--- src/rtl/bb_agc_pkg.sv ---
package bb_agc_pkg;
  localparam int GAIN_W = 16;
  localparam int GAIN_FRAC = 12;

  typedef enum logic [1:0] {
    MODE_OPEN  = 2'd0,
    MODE_LOCAL = 2'd1,
    MODE_EXT   = 2'd2,
    MODE_RSVD  = 2'd3
  } agc_mode_e;
endpackage

--- src/rtl/bb_agc_scaler.sv ---
module bb_agc_scaler
  import bb_agc_pkg::*;
#(
  parameter int DW = 12,
  parameter int OW = 12
) (
  input  logic              clk,
  input  logic              rst_n,
  input  logic              in_valid,
  input  logic [DW-1:0]     in_i,
  input  logic [DW-1:0]     in_q,
  input  logic [GAIN_W-1:0] gain,
  output logic              clip_now,
  output logic              out_valid,
  output logic [OW-1:0]     out_i,
  output logic [OW-1:0]     out_q
);
  localparam int PW = DW + GAIN_W + 1;
  localparam logic signed [PW-1:0] MAXV = PW'((64'sd1 <<< (OW-1)) - 1);
  localparam logic signed [PW-1:0] MINV = -MAXV - PW'(1);

  // returns {clip, value}
  function automatic logic [OW:0] scale_sat(input logic [DW-1:0] x,
                                            input logic [GAIN_W-1:0] g);
    logic signed [PW-1:0] xa, ga, p, s;
    xa = {{(PW-DW){x[DW-1]}}, x};
    ga = {{(PW-GAIN_W){1'b0}}, g};
    p  = xa * ga;
    s  = p >>> GAIN_FRAC;
    if (s > MAXV)      return {1'b1, MAXV[OW-1:0]};
    else if (s < MINV) return {1'b1, MINV[OW-1:0]};
    else               return {1'b0, s[OW-1:0]};
  endfunction

  logic [OW:0] res_i, res_q;
  assign res_i    = scale_sat(in_i, gain);
  assign res_q    = scale_sat(in_q, gain);
  assign clip_now = in_valid && (res_i[OW] || res_q[OW]);

  always_ff @(posedge clk or negedge rst_n) begin
    if (!rst_n) begin
      out_valid <= 1'b0;
      out_i     <= '0;
      out_q     <= '0;
    end else begin
      out_valid <= in_valid;
      if (in_valid) begin
        out_i <= res_i[OW-1:0];
        out_q <= res_q[OW-1:0];
      end
    end
  end

  AST_CLIP_FULLSCALE: assert property (@(posedge clk) disable iff (!rst_n)
    clip_now |=> (out_i == MAXV[OW-1:0] || out_i == MINV[OW-1:0] ||
                  out_q == MAXV[OW-1:0] || out_q == MINV[OW-1:0]));
  AST_VALID_FOLLOWS: assert property (@(posedge clk) disable iff (!rst_n)
    in_valid |=> out_valid);
endmodule

--- src/rtl/bb_agc_window.sv ---
module bb_agc_window #(
  parameter int WIN_LEN = 1024
) (
  input  logic clk,
  input  logic rst_n,
  input  logic sample_valid,
  input  logic clip_now,
  input  logic restart,
  output logic win_end,
  output logic clip_hit
);
  localparam int CW = (WIN_LEN > 1) ? $clog2(WIN_LEN) : 1;
  localparam logic [CW-1:0] LAST = CW'(WIN_LEN - 1);

  logic [CW-1:0] cnt;
  logic          clip_acc;

  assign win_end  = sample_valid && (cnt == LAST);
  assign clip_hit = clip_acc || clip_now;

  always_ff @(posedge clk or negedge rst_n) begin
    if (!rst_n) begin
      cnt      <= '0;
      clip_acc <= 1'b0;
    end else if (restart || win_end) begin
      cnt      <= '0;
      clip_acc <= 1'b0;
    end else if (sample_valid) begin
      cnt      <= cnt + CW'(1);
      clip_acc <= clip_hit;
    end
  end

  AST_CNT_BOUND: assert property (@(posedge clk) disable iff (!rst_n)
    cnt <= LAST);
  AST_WIN_FRESH: assert property (@(posedge clk) disable iff (!rst_n)
    (win_end || restart) |=> (cnt == '0 && !clip_acc));
endmodule

--- src/rtl/bb_agc_gain_ctrl.sv ---
module bb_agc_gain_ctrl
  import bb_agc_pkg::*;
#(
  parameter logic [GAIN_W-1:0] INIT_GAIN = 16'h1000,
  parameter int                UP_STEP   = 32
) (
  input  logic              clk,
  input  logic              rst_n,
  input  logic [1:0]        mode,
  input  logic [GAIN_W-1:0] cfg_gain,
  input  logic              cfg_gain_wr,
  input  logic              agc_in,
  input  logic              win_end,
  input  logic              clip_hit,
  output logic [GAIN_W-1:0] gain
);
  function automatic logic [GAIN_W-1:0] step_down(input logic [GAIN_W-1:0] g);
    logic [GAIN_W-1:0] d;
    d = g >> 4;
    if (d == '0) d = GAIN_W'(1);
    return (g <= d) ? '0 : g - d;
  endfunction

  function automatic logic [GAIN_W-1:0] step_up(input logic [GAIN_W-1:0] g);
    logic [GAIN_W:0] s;
    s = {1'b0, g} + (GAIN_W+1)'(UP_STEP);
    return s[GAIN_W] ? {GAIN_W{1'b1}} : s[GAIN_W-1:0];
  endfunction

  logic [1:0] agc_sync;
  logic       want_down;
  logic       loop_on;
  agc_mode_e  mode_e;

  assign mode_e    = agc_mode_e'(mode);
  assign loop_on   = (mode_e == MODE_LOCAL) || (mode_e == MODE_EXT);
  assign want_down = (mode_e == MODE_EXT) ? agc_sync[1] : clip_hit;

  always_ff @(posedge clk or negedge rst_n) begin
    if (!rst_n) agc_sync <= 2'b00;
    else        agc_sync <= {agc_sync[0], agc_in};
  end

  always_ff @(posedge clk or negedge rst_n) begin
    if (!rst_n)                  gain <= INIT_GAIN;
    else if (cfg_gain_wr)        gain <= cfg_gain;
    else if (win_end && loop_on) gain <= want_down ? step_down(gain) : step_up(gain);
  end

  AST_LOAD_TAKES: assert property (@(posedge clk) disable iff (!rst_n)
    cfg_gain_wr |=> gain == $past(cfg_gain));
  AST_HOLD_MIDWINDOW: assert property (@(posedge clk) disable iff (!rst_n)
    (!cfg_gain_wr && !win_end) |=> $stable(gain));
  AST_OPEN_HOLD: assert property (@(posedge clk) disable iff (!rst_n)
    (!cfg_gain_wr && (mode == 2'd0 || mode == 2'd3)) |=> $stable(gain));
  AST_LOCAL_DOWN: assert property (@(posedge clk) disable iff (!rst_n)
    (!cfg_gain_wr && win_end && mode == 2'd1 && clip_hit && gain != '0)
      |=> gain < $past(gain));
  AST_LOCAL_UP: assert property (@(posedge clk) disable iff (!rst_n)
    (!cfg_gain_wr && win_end && mode == 2'd1 && !clip_hit && gain != '1)
      |=> gain > $past(gain));
  AST_EXT_DIR: assert property (@(posedge clk) disable iff (!rst_n)
    (!cfg_gain_wr && win_end && mode == 2'd2 && agc_sync[1] && gain != '0)
      |=> gain < $past(gain));
endmodule

--- src/rtl/bb_agc.sv ---
module bb_agc
  import bb_agc_pkg::*;
#(
  parameter int                DW        = 12,
  parameter int                OW        = 12,
  parameter int                WIN_LEN   = 1024,
  parameter int                UP_STEP   = 32,
  parameter logic [GAIN_W-1:0] INIT_GAIN = 16'h1000
) (
  input  logic              clk,
  input  logic              rst_n,
  input  logic [1:0]        mode,
  input  logic [GAIN_W-1:0] cfg_gain,
  input  logic              cfg_gain_wr,
  input  logic              agc_in,
  input  logic              in_valid,
  input  logic [DW-1:0]     in_i,
  input  logic [DW-1:0]     in_q,
  output logic              out_valid,
  output logic [OW-1:0]     out_i,
  output logic [OW-1:0]     out_q,
  output logic [GAIN_W-1:0] gain_out
);
  logic [GAIN_W-1:0] gain;
  logic              clip_now;
  logic              win_end;
  logic              clip_hit;

  bb_agc_scaler #(.DW(DW), .OW(OW)) u_scaler (
    .clk      (clk),
    .rst_n    (rst_n),
    .in_valid (in_valid),
    .in_i     (in_i),
    .in_q     (in_q),
    .gain     (gain),
    .clip_now (clip_now),
    .out_valid(out_valid),
    .out_i    (out_i),
    .out_q    (out_q)
  );

  bb_agc_window #(.WIN_LEN(WIN_LEN)) u_window (
    .clk         (clk),
    .rst_n       (rst_n),
    .sample_valid(in_valid),
    .clip_now    (clip_now),
    .restart     (cfg_gain_wr),
    .win_end     (win_end),
    .clip_hit    (clip_hit)
  );

  bb_agc_gain_ctrl #(.INIT_GAIN(INIT_GAIN), .UP_STEP(UP_STEP)) u_gain (
    .clk        (clk),
    .rst_n      (rst_n),
    .mode       (mode),
    .cfg_gain   (cfg_gain),
    .cfg_gain_wr(cfg_gain_wr),
    .agc_in     (agc_in),
    .win_end    (win_end),
    .clip_hit   (clip_hit),
    .gain       (gain)
  );

  assign gain_out = gain;

  AST_READBACK_STABLE: assert property (@(posedge clk) disable iff (!rst_n)
    (!cfg_gain_wr && !in_valid) |=> $stable(gain_out));
endmodule

--- config.mk ---
export PLATFORM = sky130hd
export DESIGN_NAME = bb_agc
export DESIGN_NICKNAME = d
export VERILOG_FILES = /design/src/rtl/bb_agc_pkg.sv /design/src/rtl/bb_agc_scaler.sv /design/src/rtl/bb_agc_window.sv /design/src/rtl/bb_agc_gain_ctrl.sv /design/src/rtl/bb_agc.sv
export SDC_FILE = /design/constraint.sdc
export NUM_CORES = 1
export LEC_CHECK = 0
export BUFFER_PORTS_ARGS = -buffer_cell sky130_fd_sc_hd__buf_2
export CORE_AREA = 2 2 144 181
export CTS_CLUSTER_SIZE = 20
export DETAILED_ROUTE_END_ITERATION = 12
export DIE_AREA = 0 0 146 183
export PLACE_DENSITY = 0.82
export SYNTH_ARGS = -nofsm -noshare
export SYNTH_HDL_FRONTEND = slang
export SYNTH_HIERARCHICAL = 1
export SYNTH_SLANG_ARGS = --single-unit
--- constraint.sdc ---
create_clock -name clk -period 13.27 [get_ports clk]
set_input_delay 0 -clock clk [delete_from_list [all_inputs] [get_ports clk]]
set_output_delay 0 -clock clk [all_outputs]
set_load 0.01 [all_outputs]
==> flow_summary_export.csv <==
group,metric,value,unit
logic_synthesis,synth_area_leader_cell,"fa_1",
die,start_util,63.0,%
route,dr.pass1.iters,5,
sta,period_minus_slack,8.05,ns
logic_synthesis,netlist_area,15800,um2
sta,tightest_slew,1.27,ns
critical_path,cp_max_fo,32,
critical_path,critPathKind,"reg -> reg",
die,rows,65,
logic_synthesis,yosysTopAreaCellShare,35.4,%
logic_synthesis,synth_cells,1812,
job,drv_cap,0,
sta,finalMaxSlewViolations,0,
logic_synthesis,synth.yosys.seq_area_share,8.57,%
logic_synthesis,synth_edf_count,0,
critical_path,worst_setup_path_end_kind,"flop",
sta,finalCritPeriodShare,60.6,%
logic_synthesis,syn_nets,2317,
route,drtIter0Drc,987,
critical_path,arrival,8.24,ns
global_routing,overflow,0,
sta,clock.fmax,0.124,GHz
logic_synthesis,yosys_warnings,6,
global_routing,grt_pass1_wl,68200,um
logic_synthesis,synthFlopType,"dfrtp_1",
logic_synthesis,synth_fa_ha_area_share,49.6,%
sta,setup_viol,0,
die,die_h,183,um
route,vias,13200,
clock_network,cts_tree,"yes",
finish,final_util,66.8,%
die,die-area,26700,um2
logic_synthesis,synth_top_family_by_area,"adder cells",
clock_network,clk_path_buf_depth,2,
run_status,status,"finished clean",
finish,multi_input_area,12700,um2
logic_synthesis,synth_xor_area_share,3.09,%
route,wirelength,41100,um
logic_synthesis,synth_simple_gate_area_share,16.9,%
critical_path,cp.required,13.47,ns
finish,fin_cells,2198,
finish,fill_cells,2070,
placement,dp.final_hpwl,31500,um
critical_path,cp-start-kind,"flop",
clock_network,cts.sinks,54,
route,routedWlPerCell,18.7,um
global_routing,grt_max_degree,55,
logic_synthesis,ys_types,80,
global_routing,grt_antenna_before_repair,0,
sta,final_hold_viol_count,0,
finish,area_delta_synth_final,5.96,%
global_routing,grt_usage,31.8,%
finish,layout.nets,2367,
worst_hold_path,hold_path_class,"in -> reg",
finish,seq_area,1350,um2
clock_network,clkLatencyLatePin,0.31,ns
logic_synthesis,synth_compound_area_share,10.5,%
logic_synthesis,synthArstFlopShare,100,%
logic_synthesis,synth_area_leaders,"fa_1 (35%), ha_1 (14%), inv_1 (8.9%)",
clock_network,cts_root_buffer,"clkbuf_16",
logic_synthesis,ys_seq_elements,54,
logic_synthesis,avgSynthCellArea,8.71,um2
clock_network,numCtsBuffers,5,
logic_synthesis,synth_mux_area_share,0.531,%
route,vias_per_cell,5.99,
clock_network,htree_levels,2,
route,ant_nets,0,
sta,finalClockSkew,0.00709,ns
die,die_x,146,um
placement,gp_congestion,0.944,
clock_network,cts_resized,0,
sta,fin_tns_setup,0,ns
sta,rsz0062_at_grt,"false",
die,io_pins,88,
finish,drive_gt1_share,8.21,%
die,coreArea,25000,um2
sta,relSlewSlack,14.5,%
placement,portBuffers,87,
global_routing,grt_pass1_vias,14300,
clock_network,clk_pin_slew_worst_paths,0.07,ns
route,drc_errors,0,
finish,n_antenna_cell,0,
placement,dp.cells,2179,
[metrics by stage]
stage / setup WS, ns / hold slack [ns] / instance area (um2)
after floorplan: 6.02 / -0.296 / 15800
after global placement: 5.53 / 0.110 / 16500
after detailed placement: 5.36 / 0.111 / 16500
after CTS: 5.33 / 0.00908 / 16700
after global routing: 4.82 / 0.0149 / 16700
final: 5.22 / 0.0119 / 16700
[per-layer routing]
layer  up-vias  global-route usage [%]  wire (um)
li1       5763                       -          -
met5         -                       0          0
met4         0                    14.6       1750
met3       141                    2.96       2620
met1      6635                    38.2      15400
met2       631                    58.0      21300
[placed cells by master, fill, tap and decap left out, drive strengths merged, types with 3 or more instances in the layout]
master / instances
mux2: 3
o311ai: 3
clkbuf: 6
nand2: 265
a21boi: 4
a31oi: 9
nor2: 68
dfrtp: 53
and3: 10
fa: 279
or4: 4
dlygate4sd3: 11
o211ai: 3
a221oi: 5
xor2: 24
nand3: 22
o21bai: 5
o21a: 8
nor4: 7
nor3: 13
o22ai: 15
nor2b: 4
nand2b: 16
or3: 8
a221o: 17
a21o: 20
nand4: 15
o21ai: 44
xnor2: 30
or2: 3
o31ai: 9
a21oi: 62
and2: 121
buf: 103
inv: 376
mux2i: 5
a211oi: 6
ha: 179
[area by class of cell]
type	instances	share of cell area [%]
repair buffers	114	3.98
clock buffers	6	0.831
clock inverters	2	0.0748
inverters	377	8.46
multi-input cells	1310	76.1
well taps	335	2.51
flip-flops and latches	54	8.09
[Yosys cell counts (24+ instances only)]
cell	count
inv_1	375
fa_1	279
nand2_1	265
ha_1	179
and2_1	121
nor2_1	68
clkbuf_1	65
a21oi_1	60
dfrtp_1	53
o21ai_0	42
xnor2_1	28
xor2_1	24
[flip-flops by register name (all words and copies together) (netlist names)]
register            cells
u_gain/gain            16
u_gain/agc_sync         2
u_window/cnt           10
u_scaler/out_i         12
u_scaler/out_q         12
u_window/clip_acc       1
u_scaler/out_valid      1
[cells by family (layout without fill, tap and decap cells)]
| kind of cell | Yosys count | after routing |
|---|---|---|
| simple gates | 560 | 560 |
| buf+inv | 448 | 499 |
| xor+xnor | 54 | 54 |
| fa+ha+maj | 458 | 458 |
| compound gates | 230 | 230 |
| flops | 54 | 54 |
| mux | 8 | 8 |
[critical path, stage by stage, from the launching register on]
cell and delay, ns:
dfstp_2 0.99, nand2_1 0.19, fa_1 0.54, fa_1 0.54
inv_1 0.07, fa_1 0.48, fa_1 0.49, inv_1 0.05
fa_1 0.48, inv_1 0.04, ha_1 0.31, and2_1 0.18
nand3_1 0.15, or3_1 0.39, o22ai_1 0.28, a41oi_1 0.18
xnor2_1 0.19, or4_1 0.55, o22a_1 0.26, o21a_1 0.20
or2_2 0.30, mux2_2 0.37, nor2_1 0.27, a21oi_2 0.17
o22ai_1 0.19, nor2_1 0.06
[timing repair]
item | CTS | global route
hold buffers | 11 | 0
setup endpoints to repair | 0 | 0
setup buffers | 0 | 0
endpoints found under the hold margin | 63 | 0
[path summary, 6_finish.rpt]
check                                                 end  cells past startpoint                          from  slack [ns]
max                            u_gain/gain[3]$_DFFE_PN0P_                     25   u_gain/gain[12]$_DFFE_PN1P_        5.22
min                           u_gain/gain[14]$_DFFE_PN0P_                      3                  cfg_gain[14]        0.01
max reg2reg                    u_gain/gain[3]$_DFFE_PN0P_                     25   u_gain/gain[12]$_DFFE_PN1P_        5.22
min reg2reg                  u_gain/agc_sync[1]$_DFF_PN0_                      0  u_gain/agc_sync[0]$_DFF_PN0_        0.37
max in group asynchronous   u_scaler/out_i[2]$_DFFE_PN0P_                      3                         rst_n       12.42
min in group asynchronous  u_scaler/out_q[10]$_DFFE_PN0P_                      3                         rst_n        0.36
Power is not shown: default switching activity piles up to over one toggle a cycle in this logic, so the estimate is an artifact.
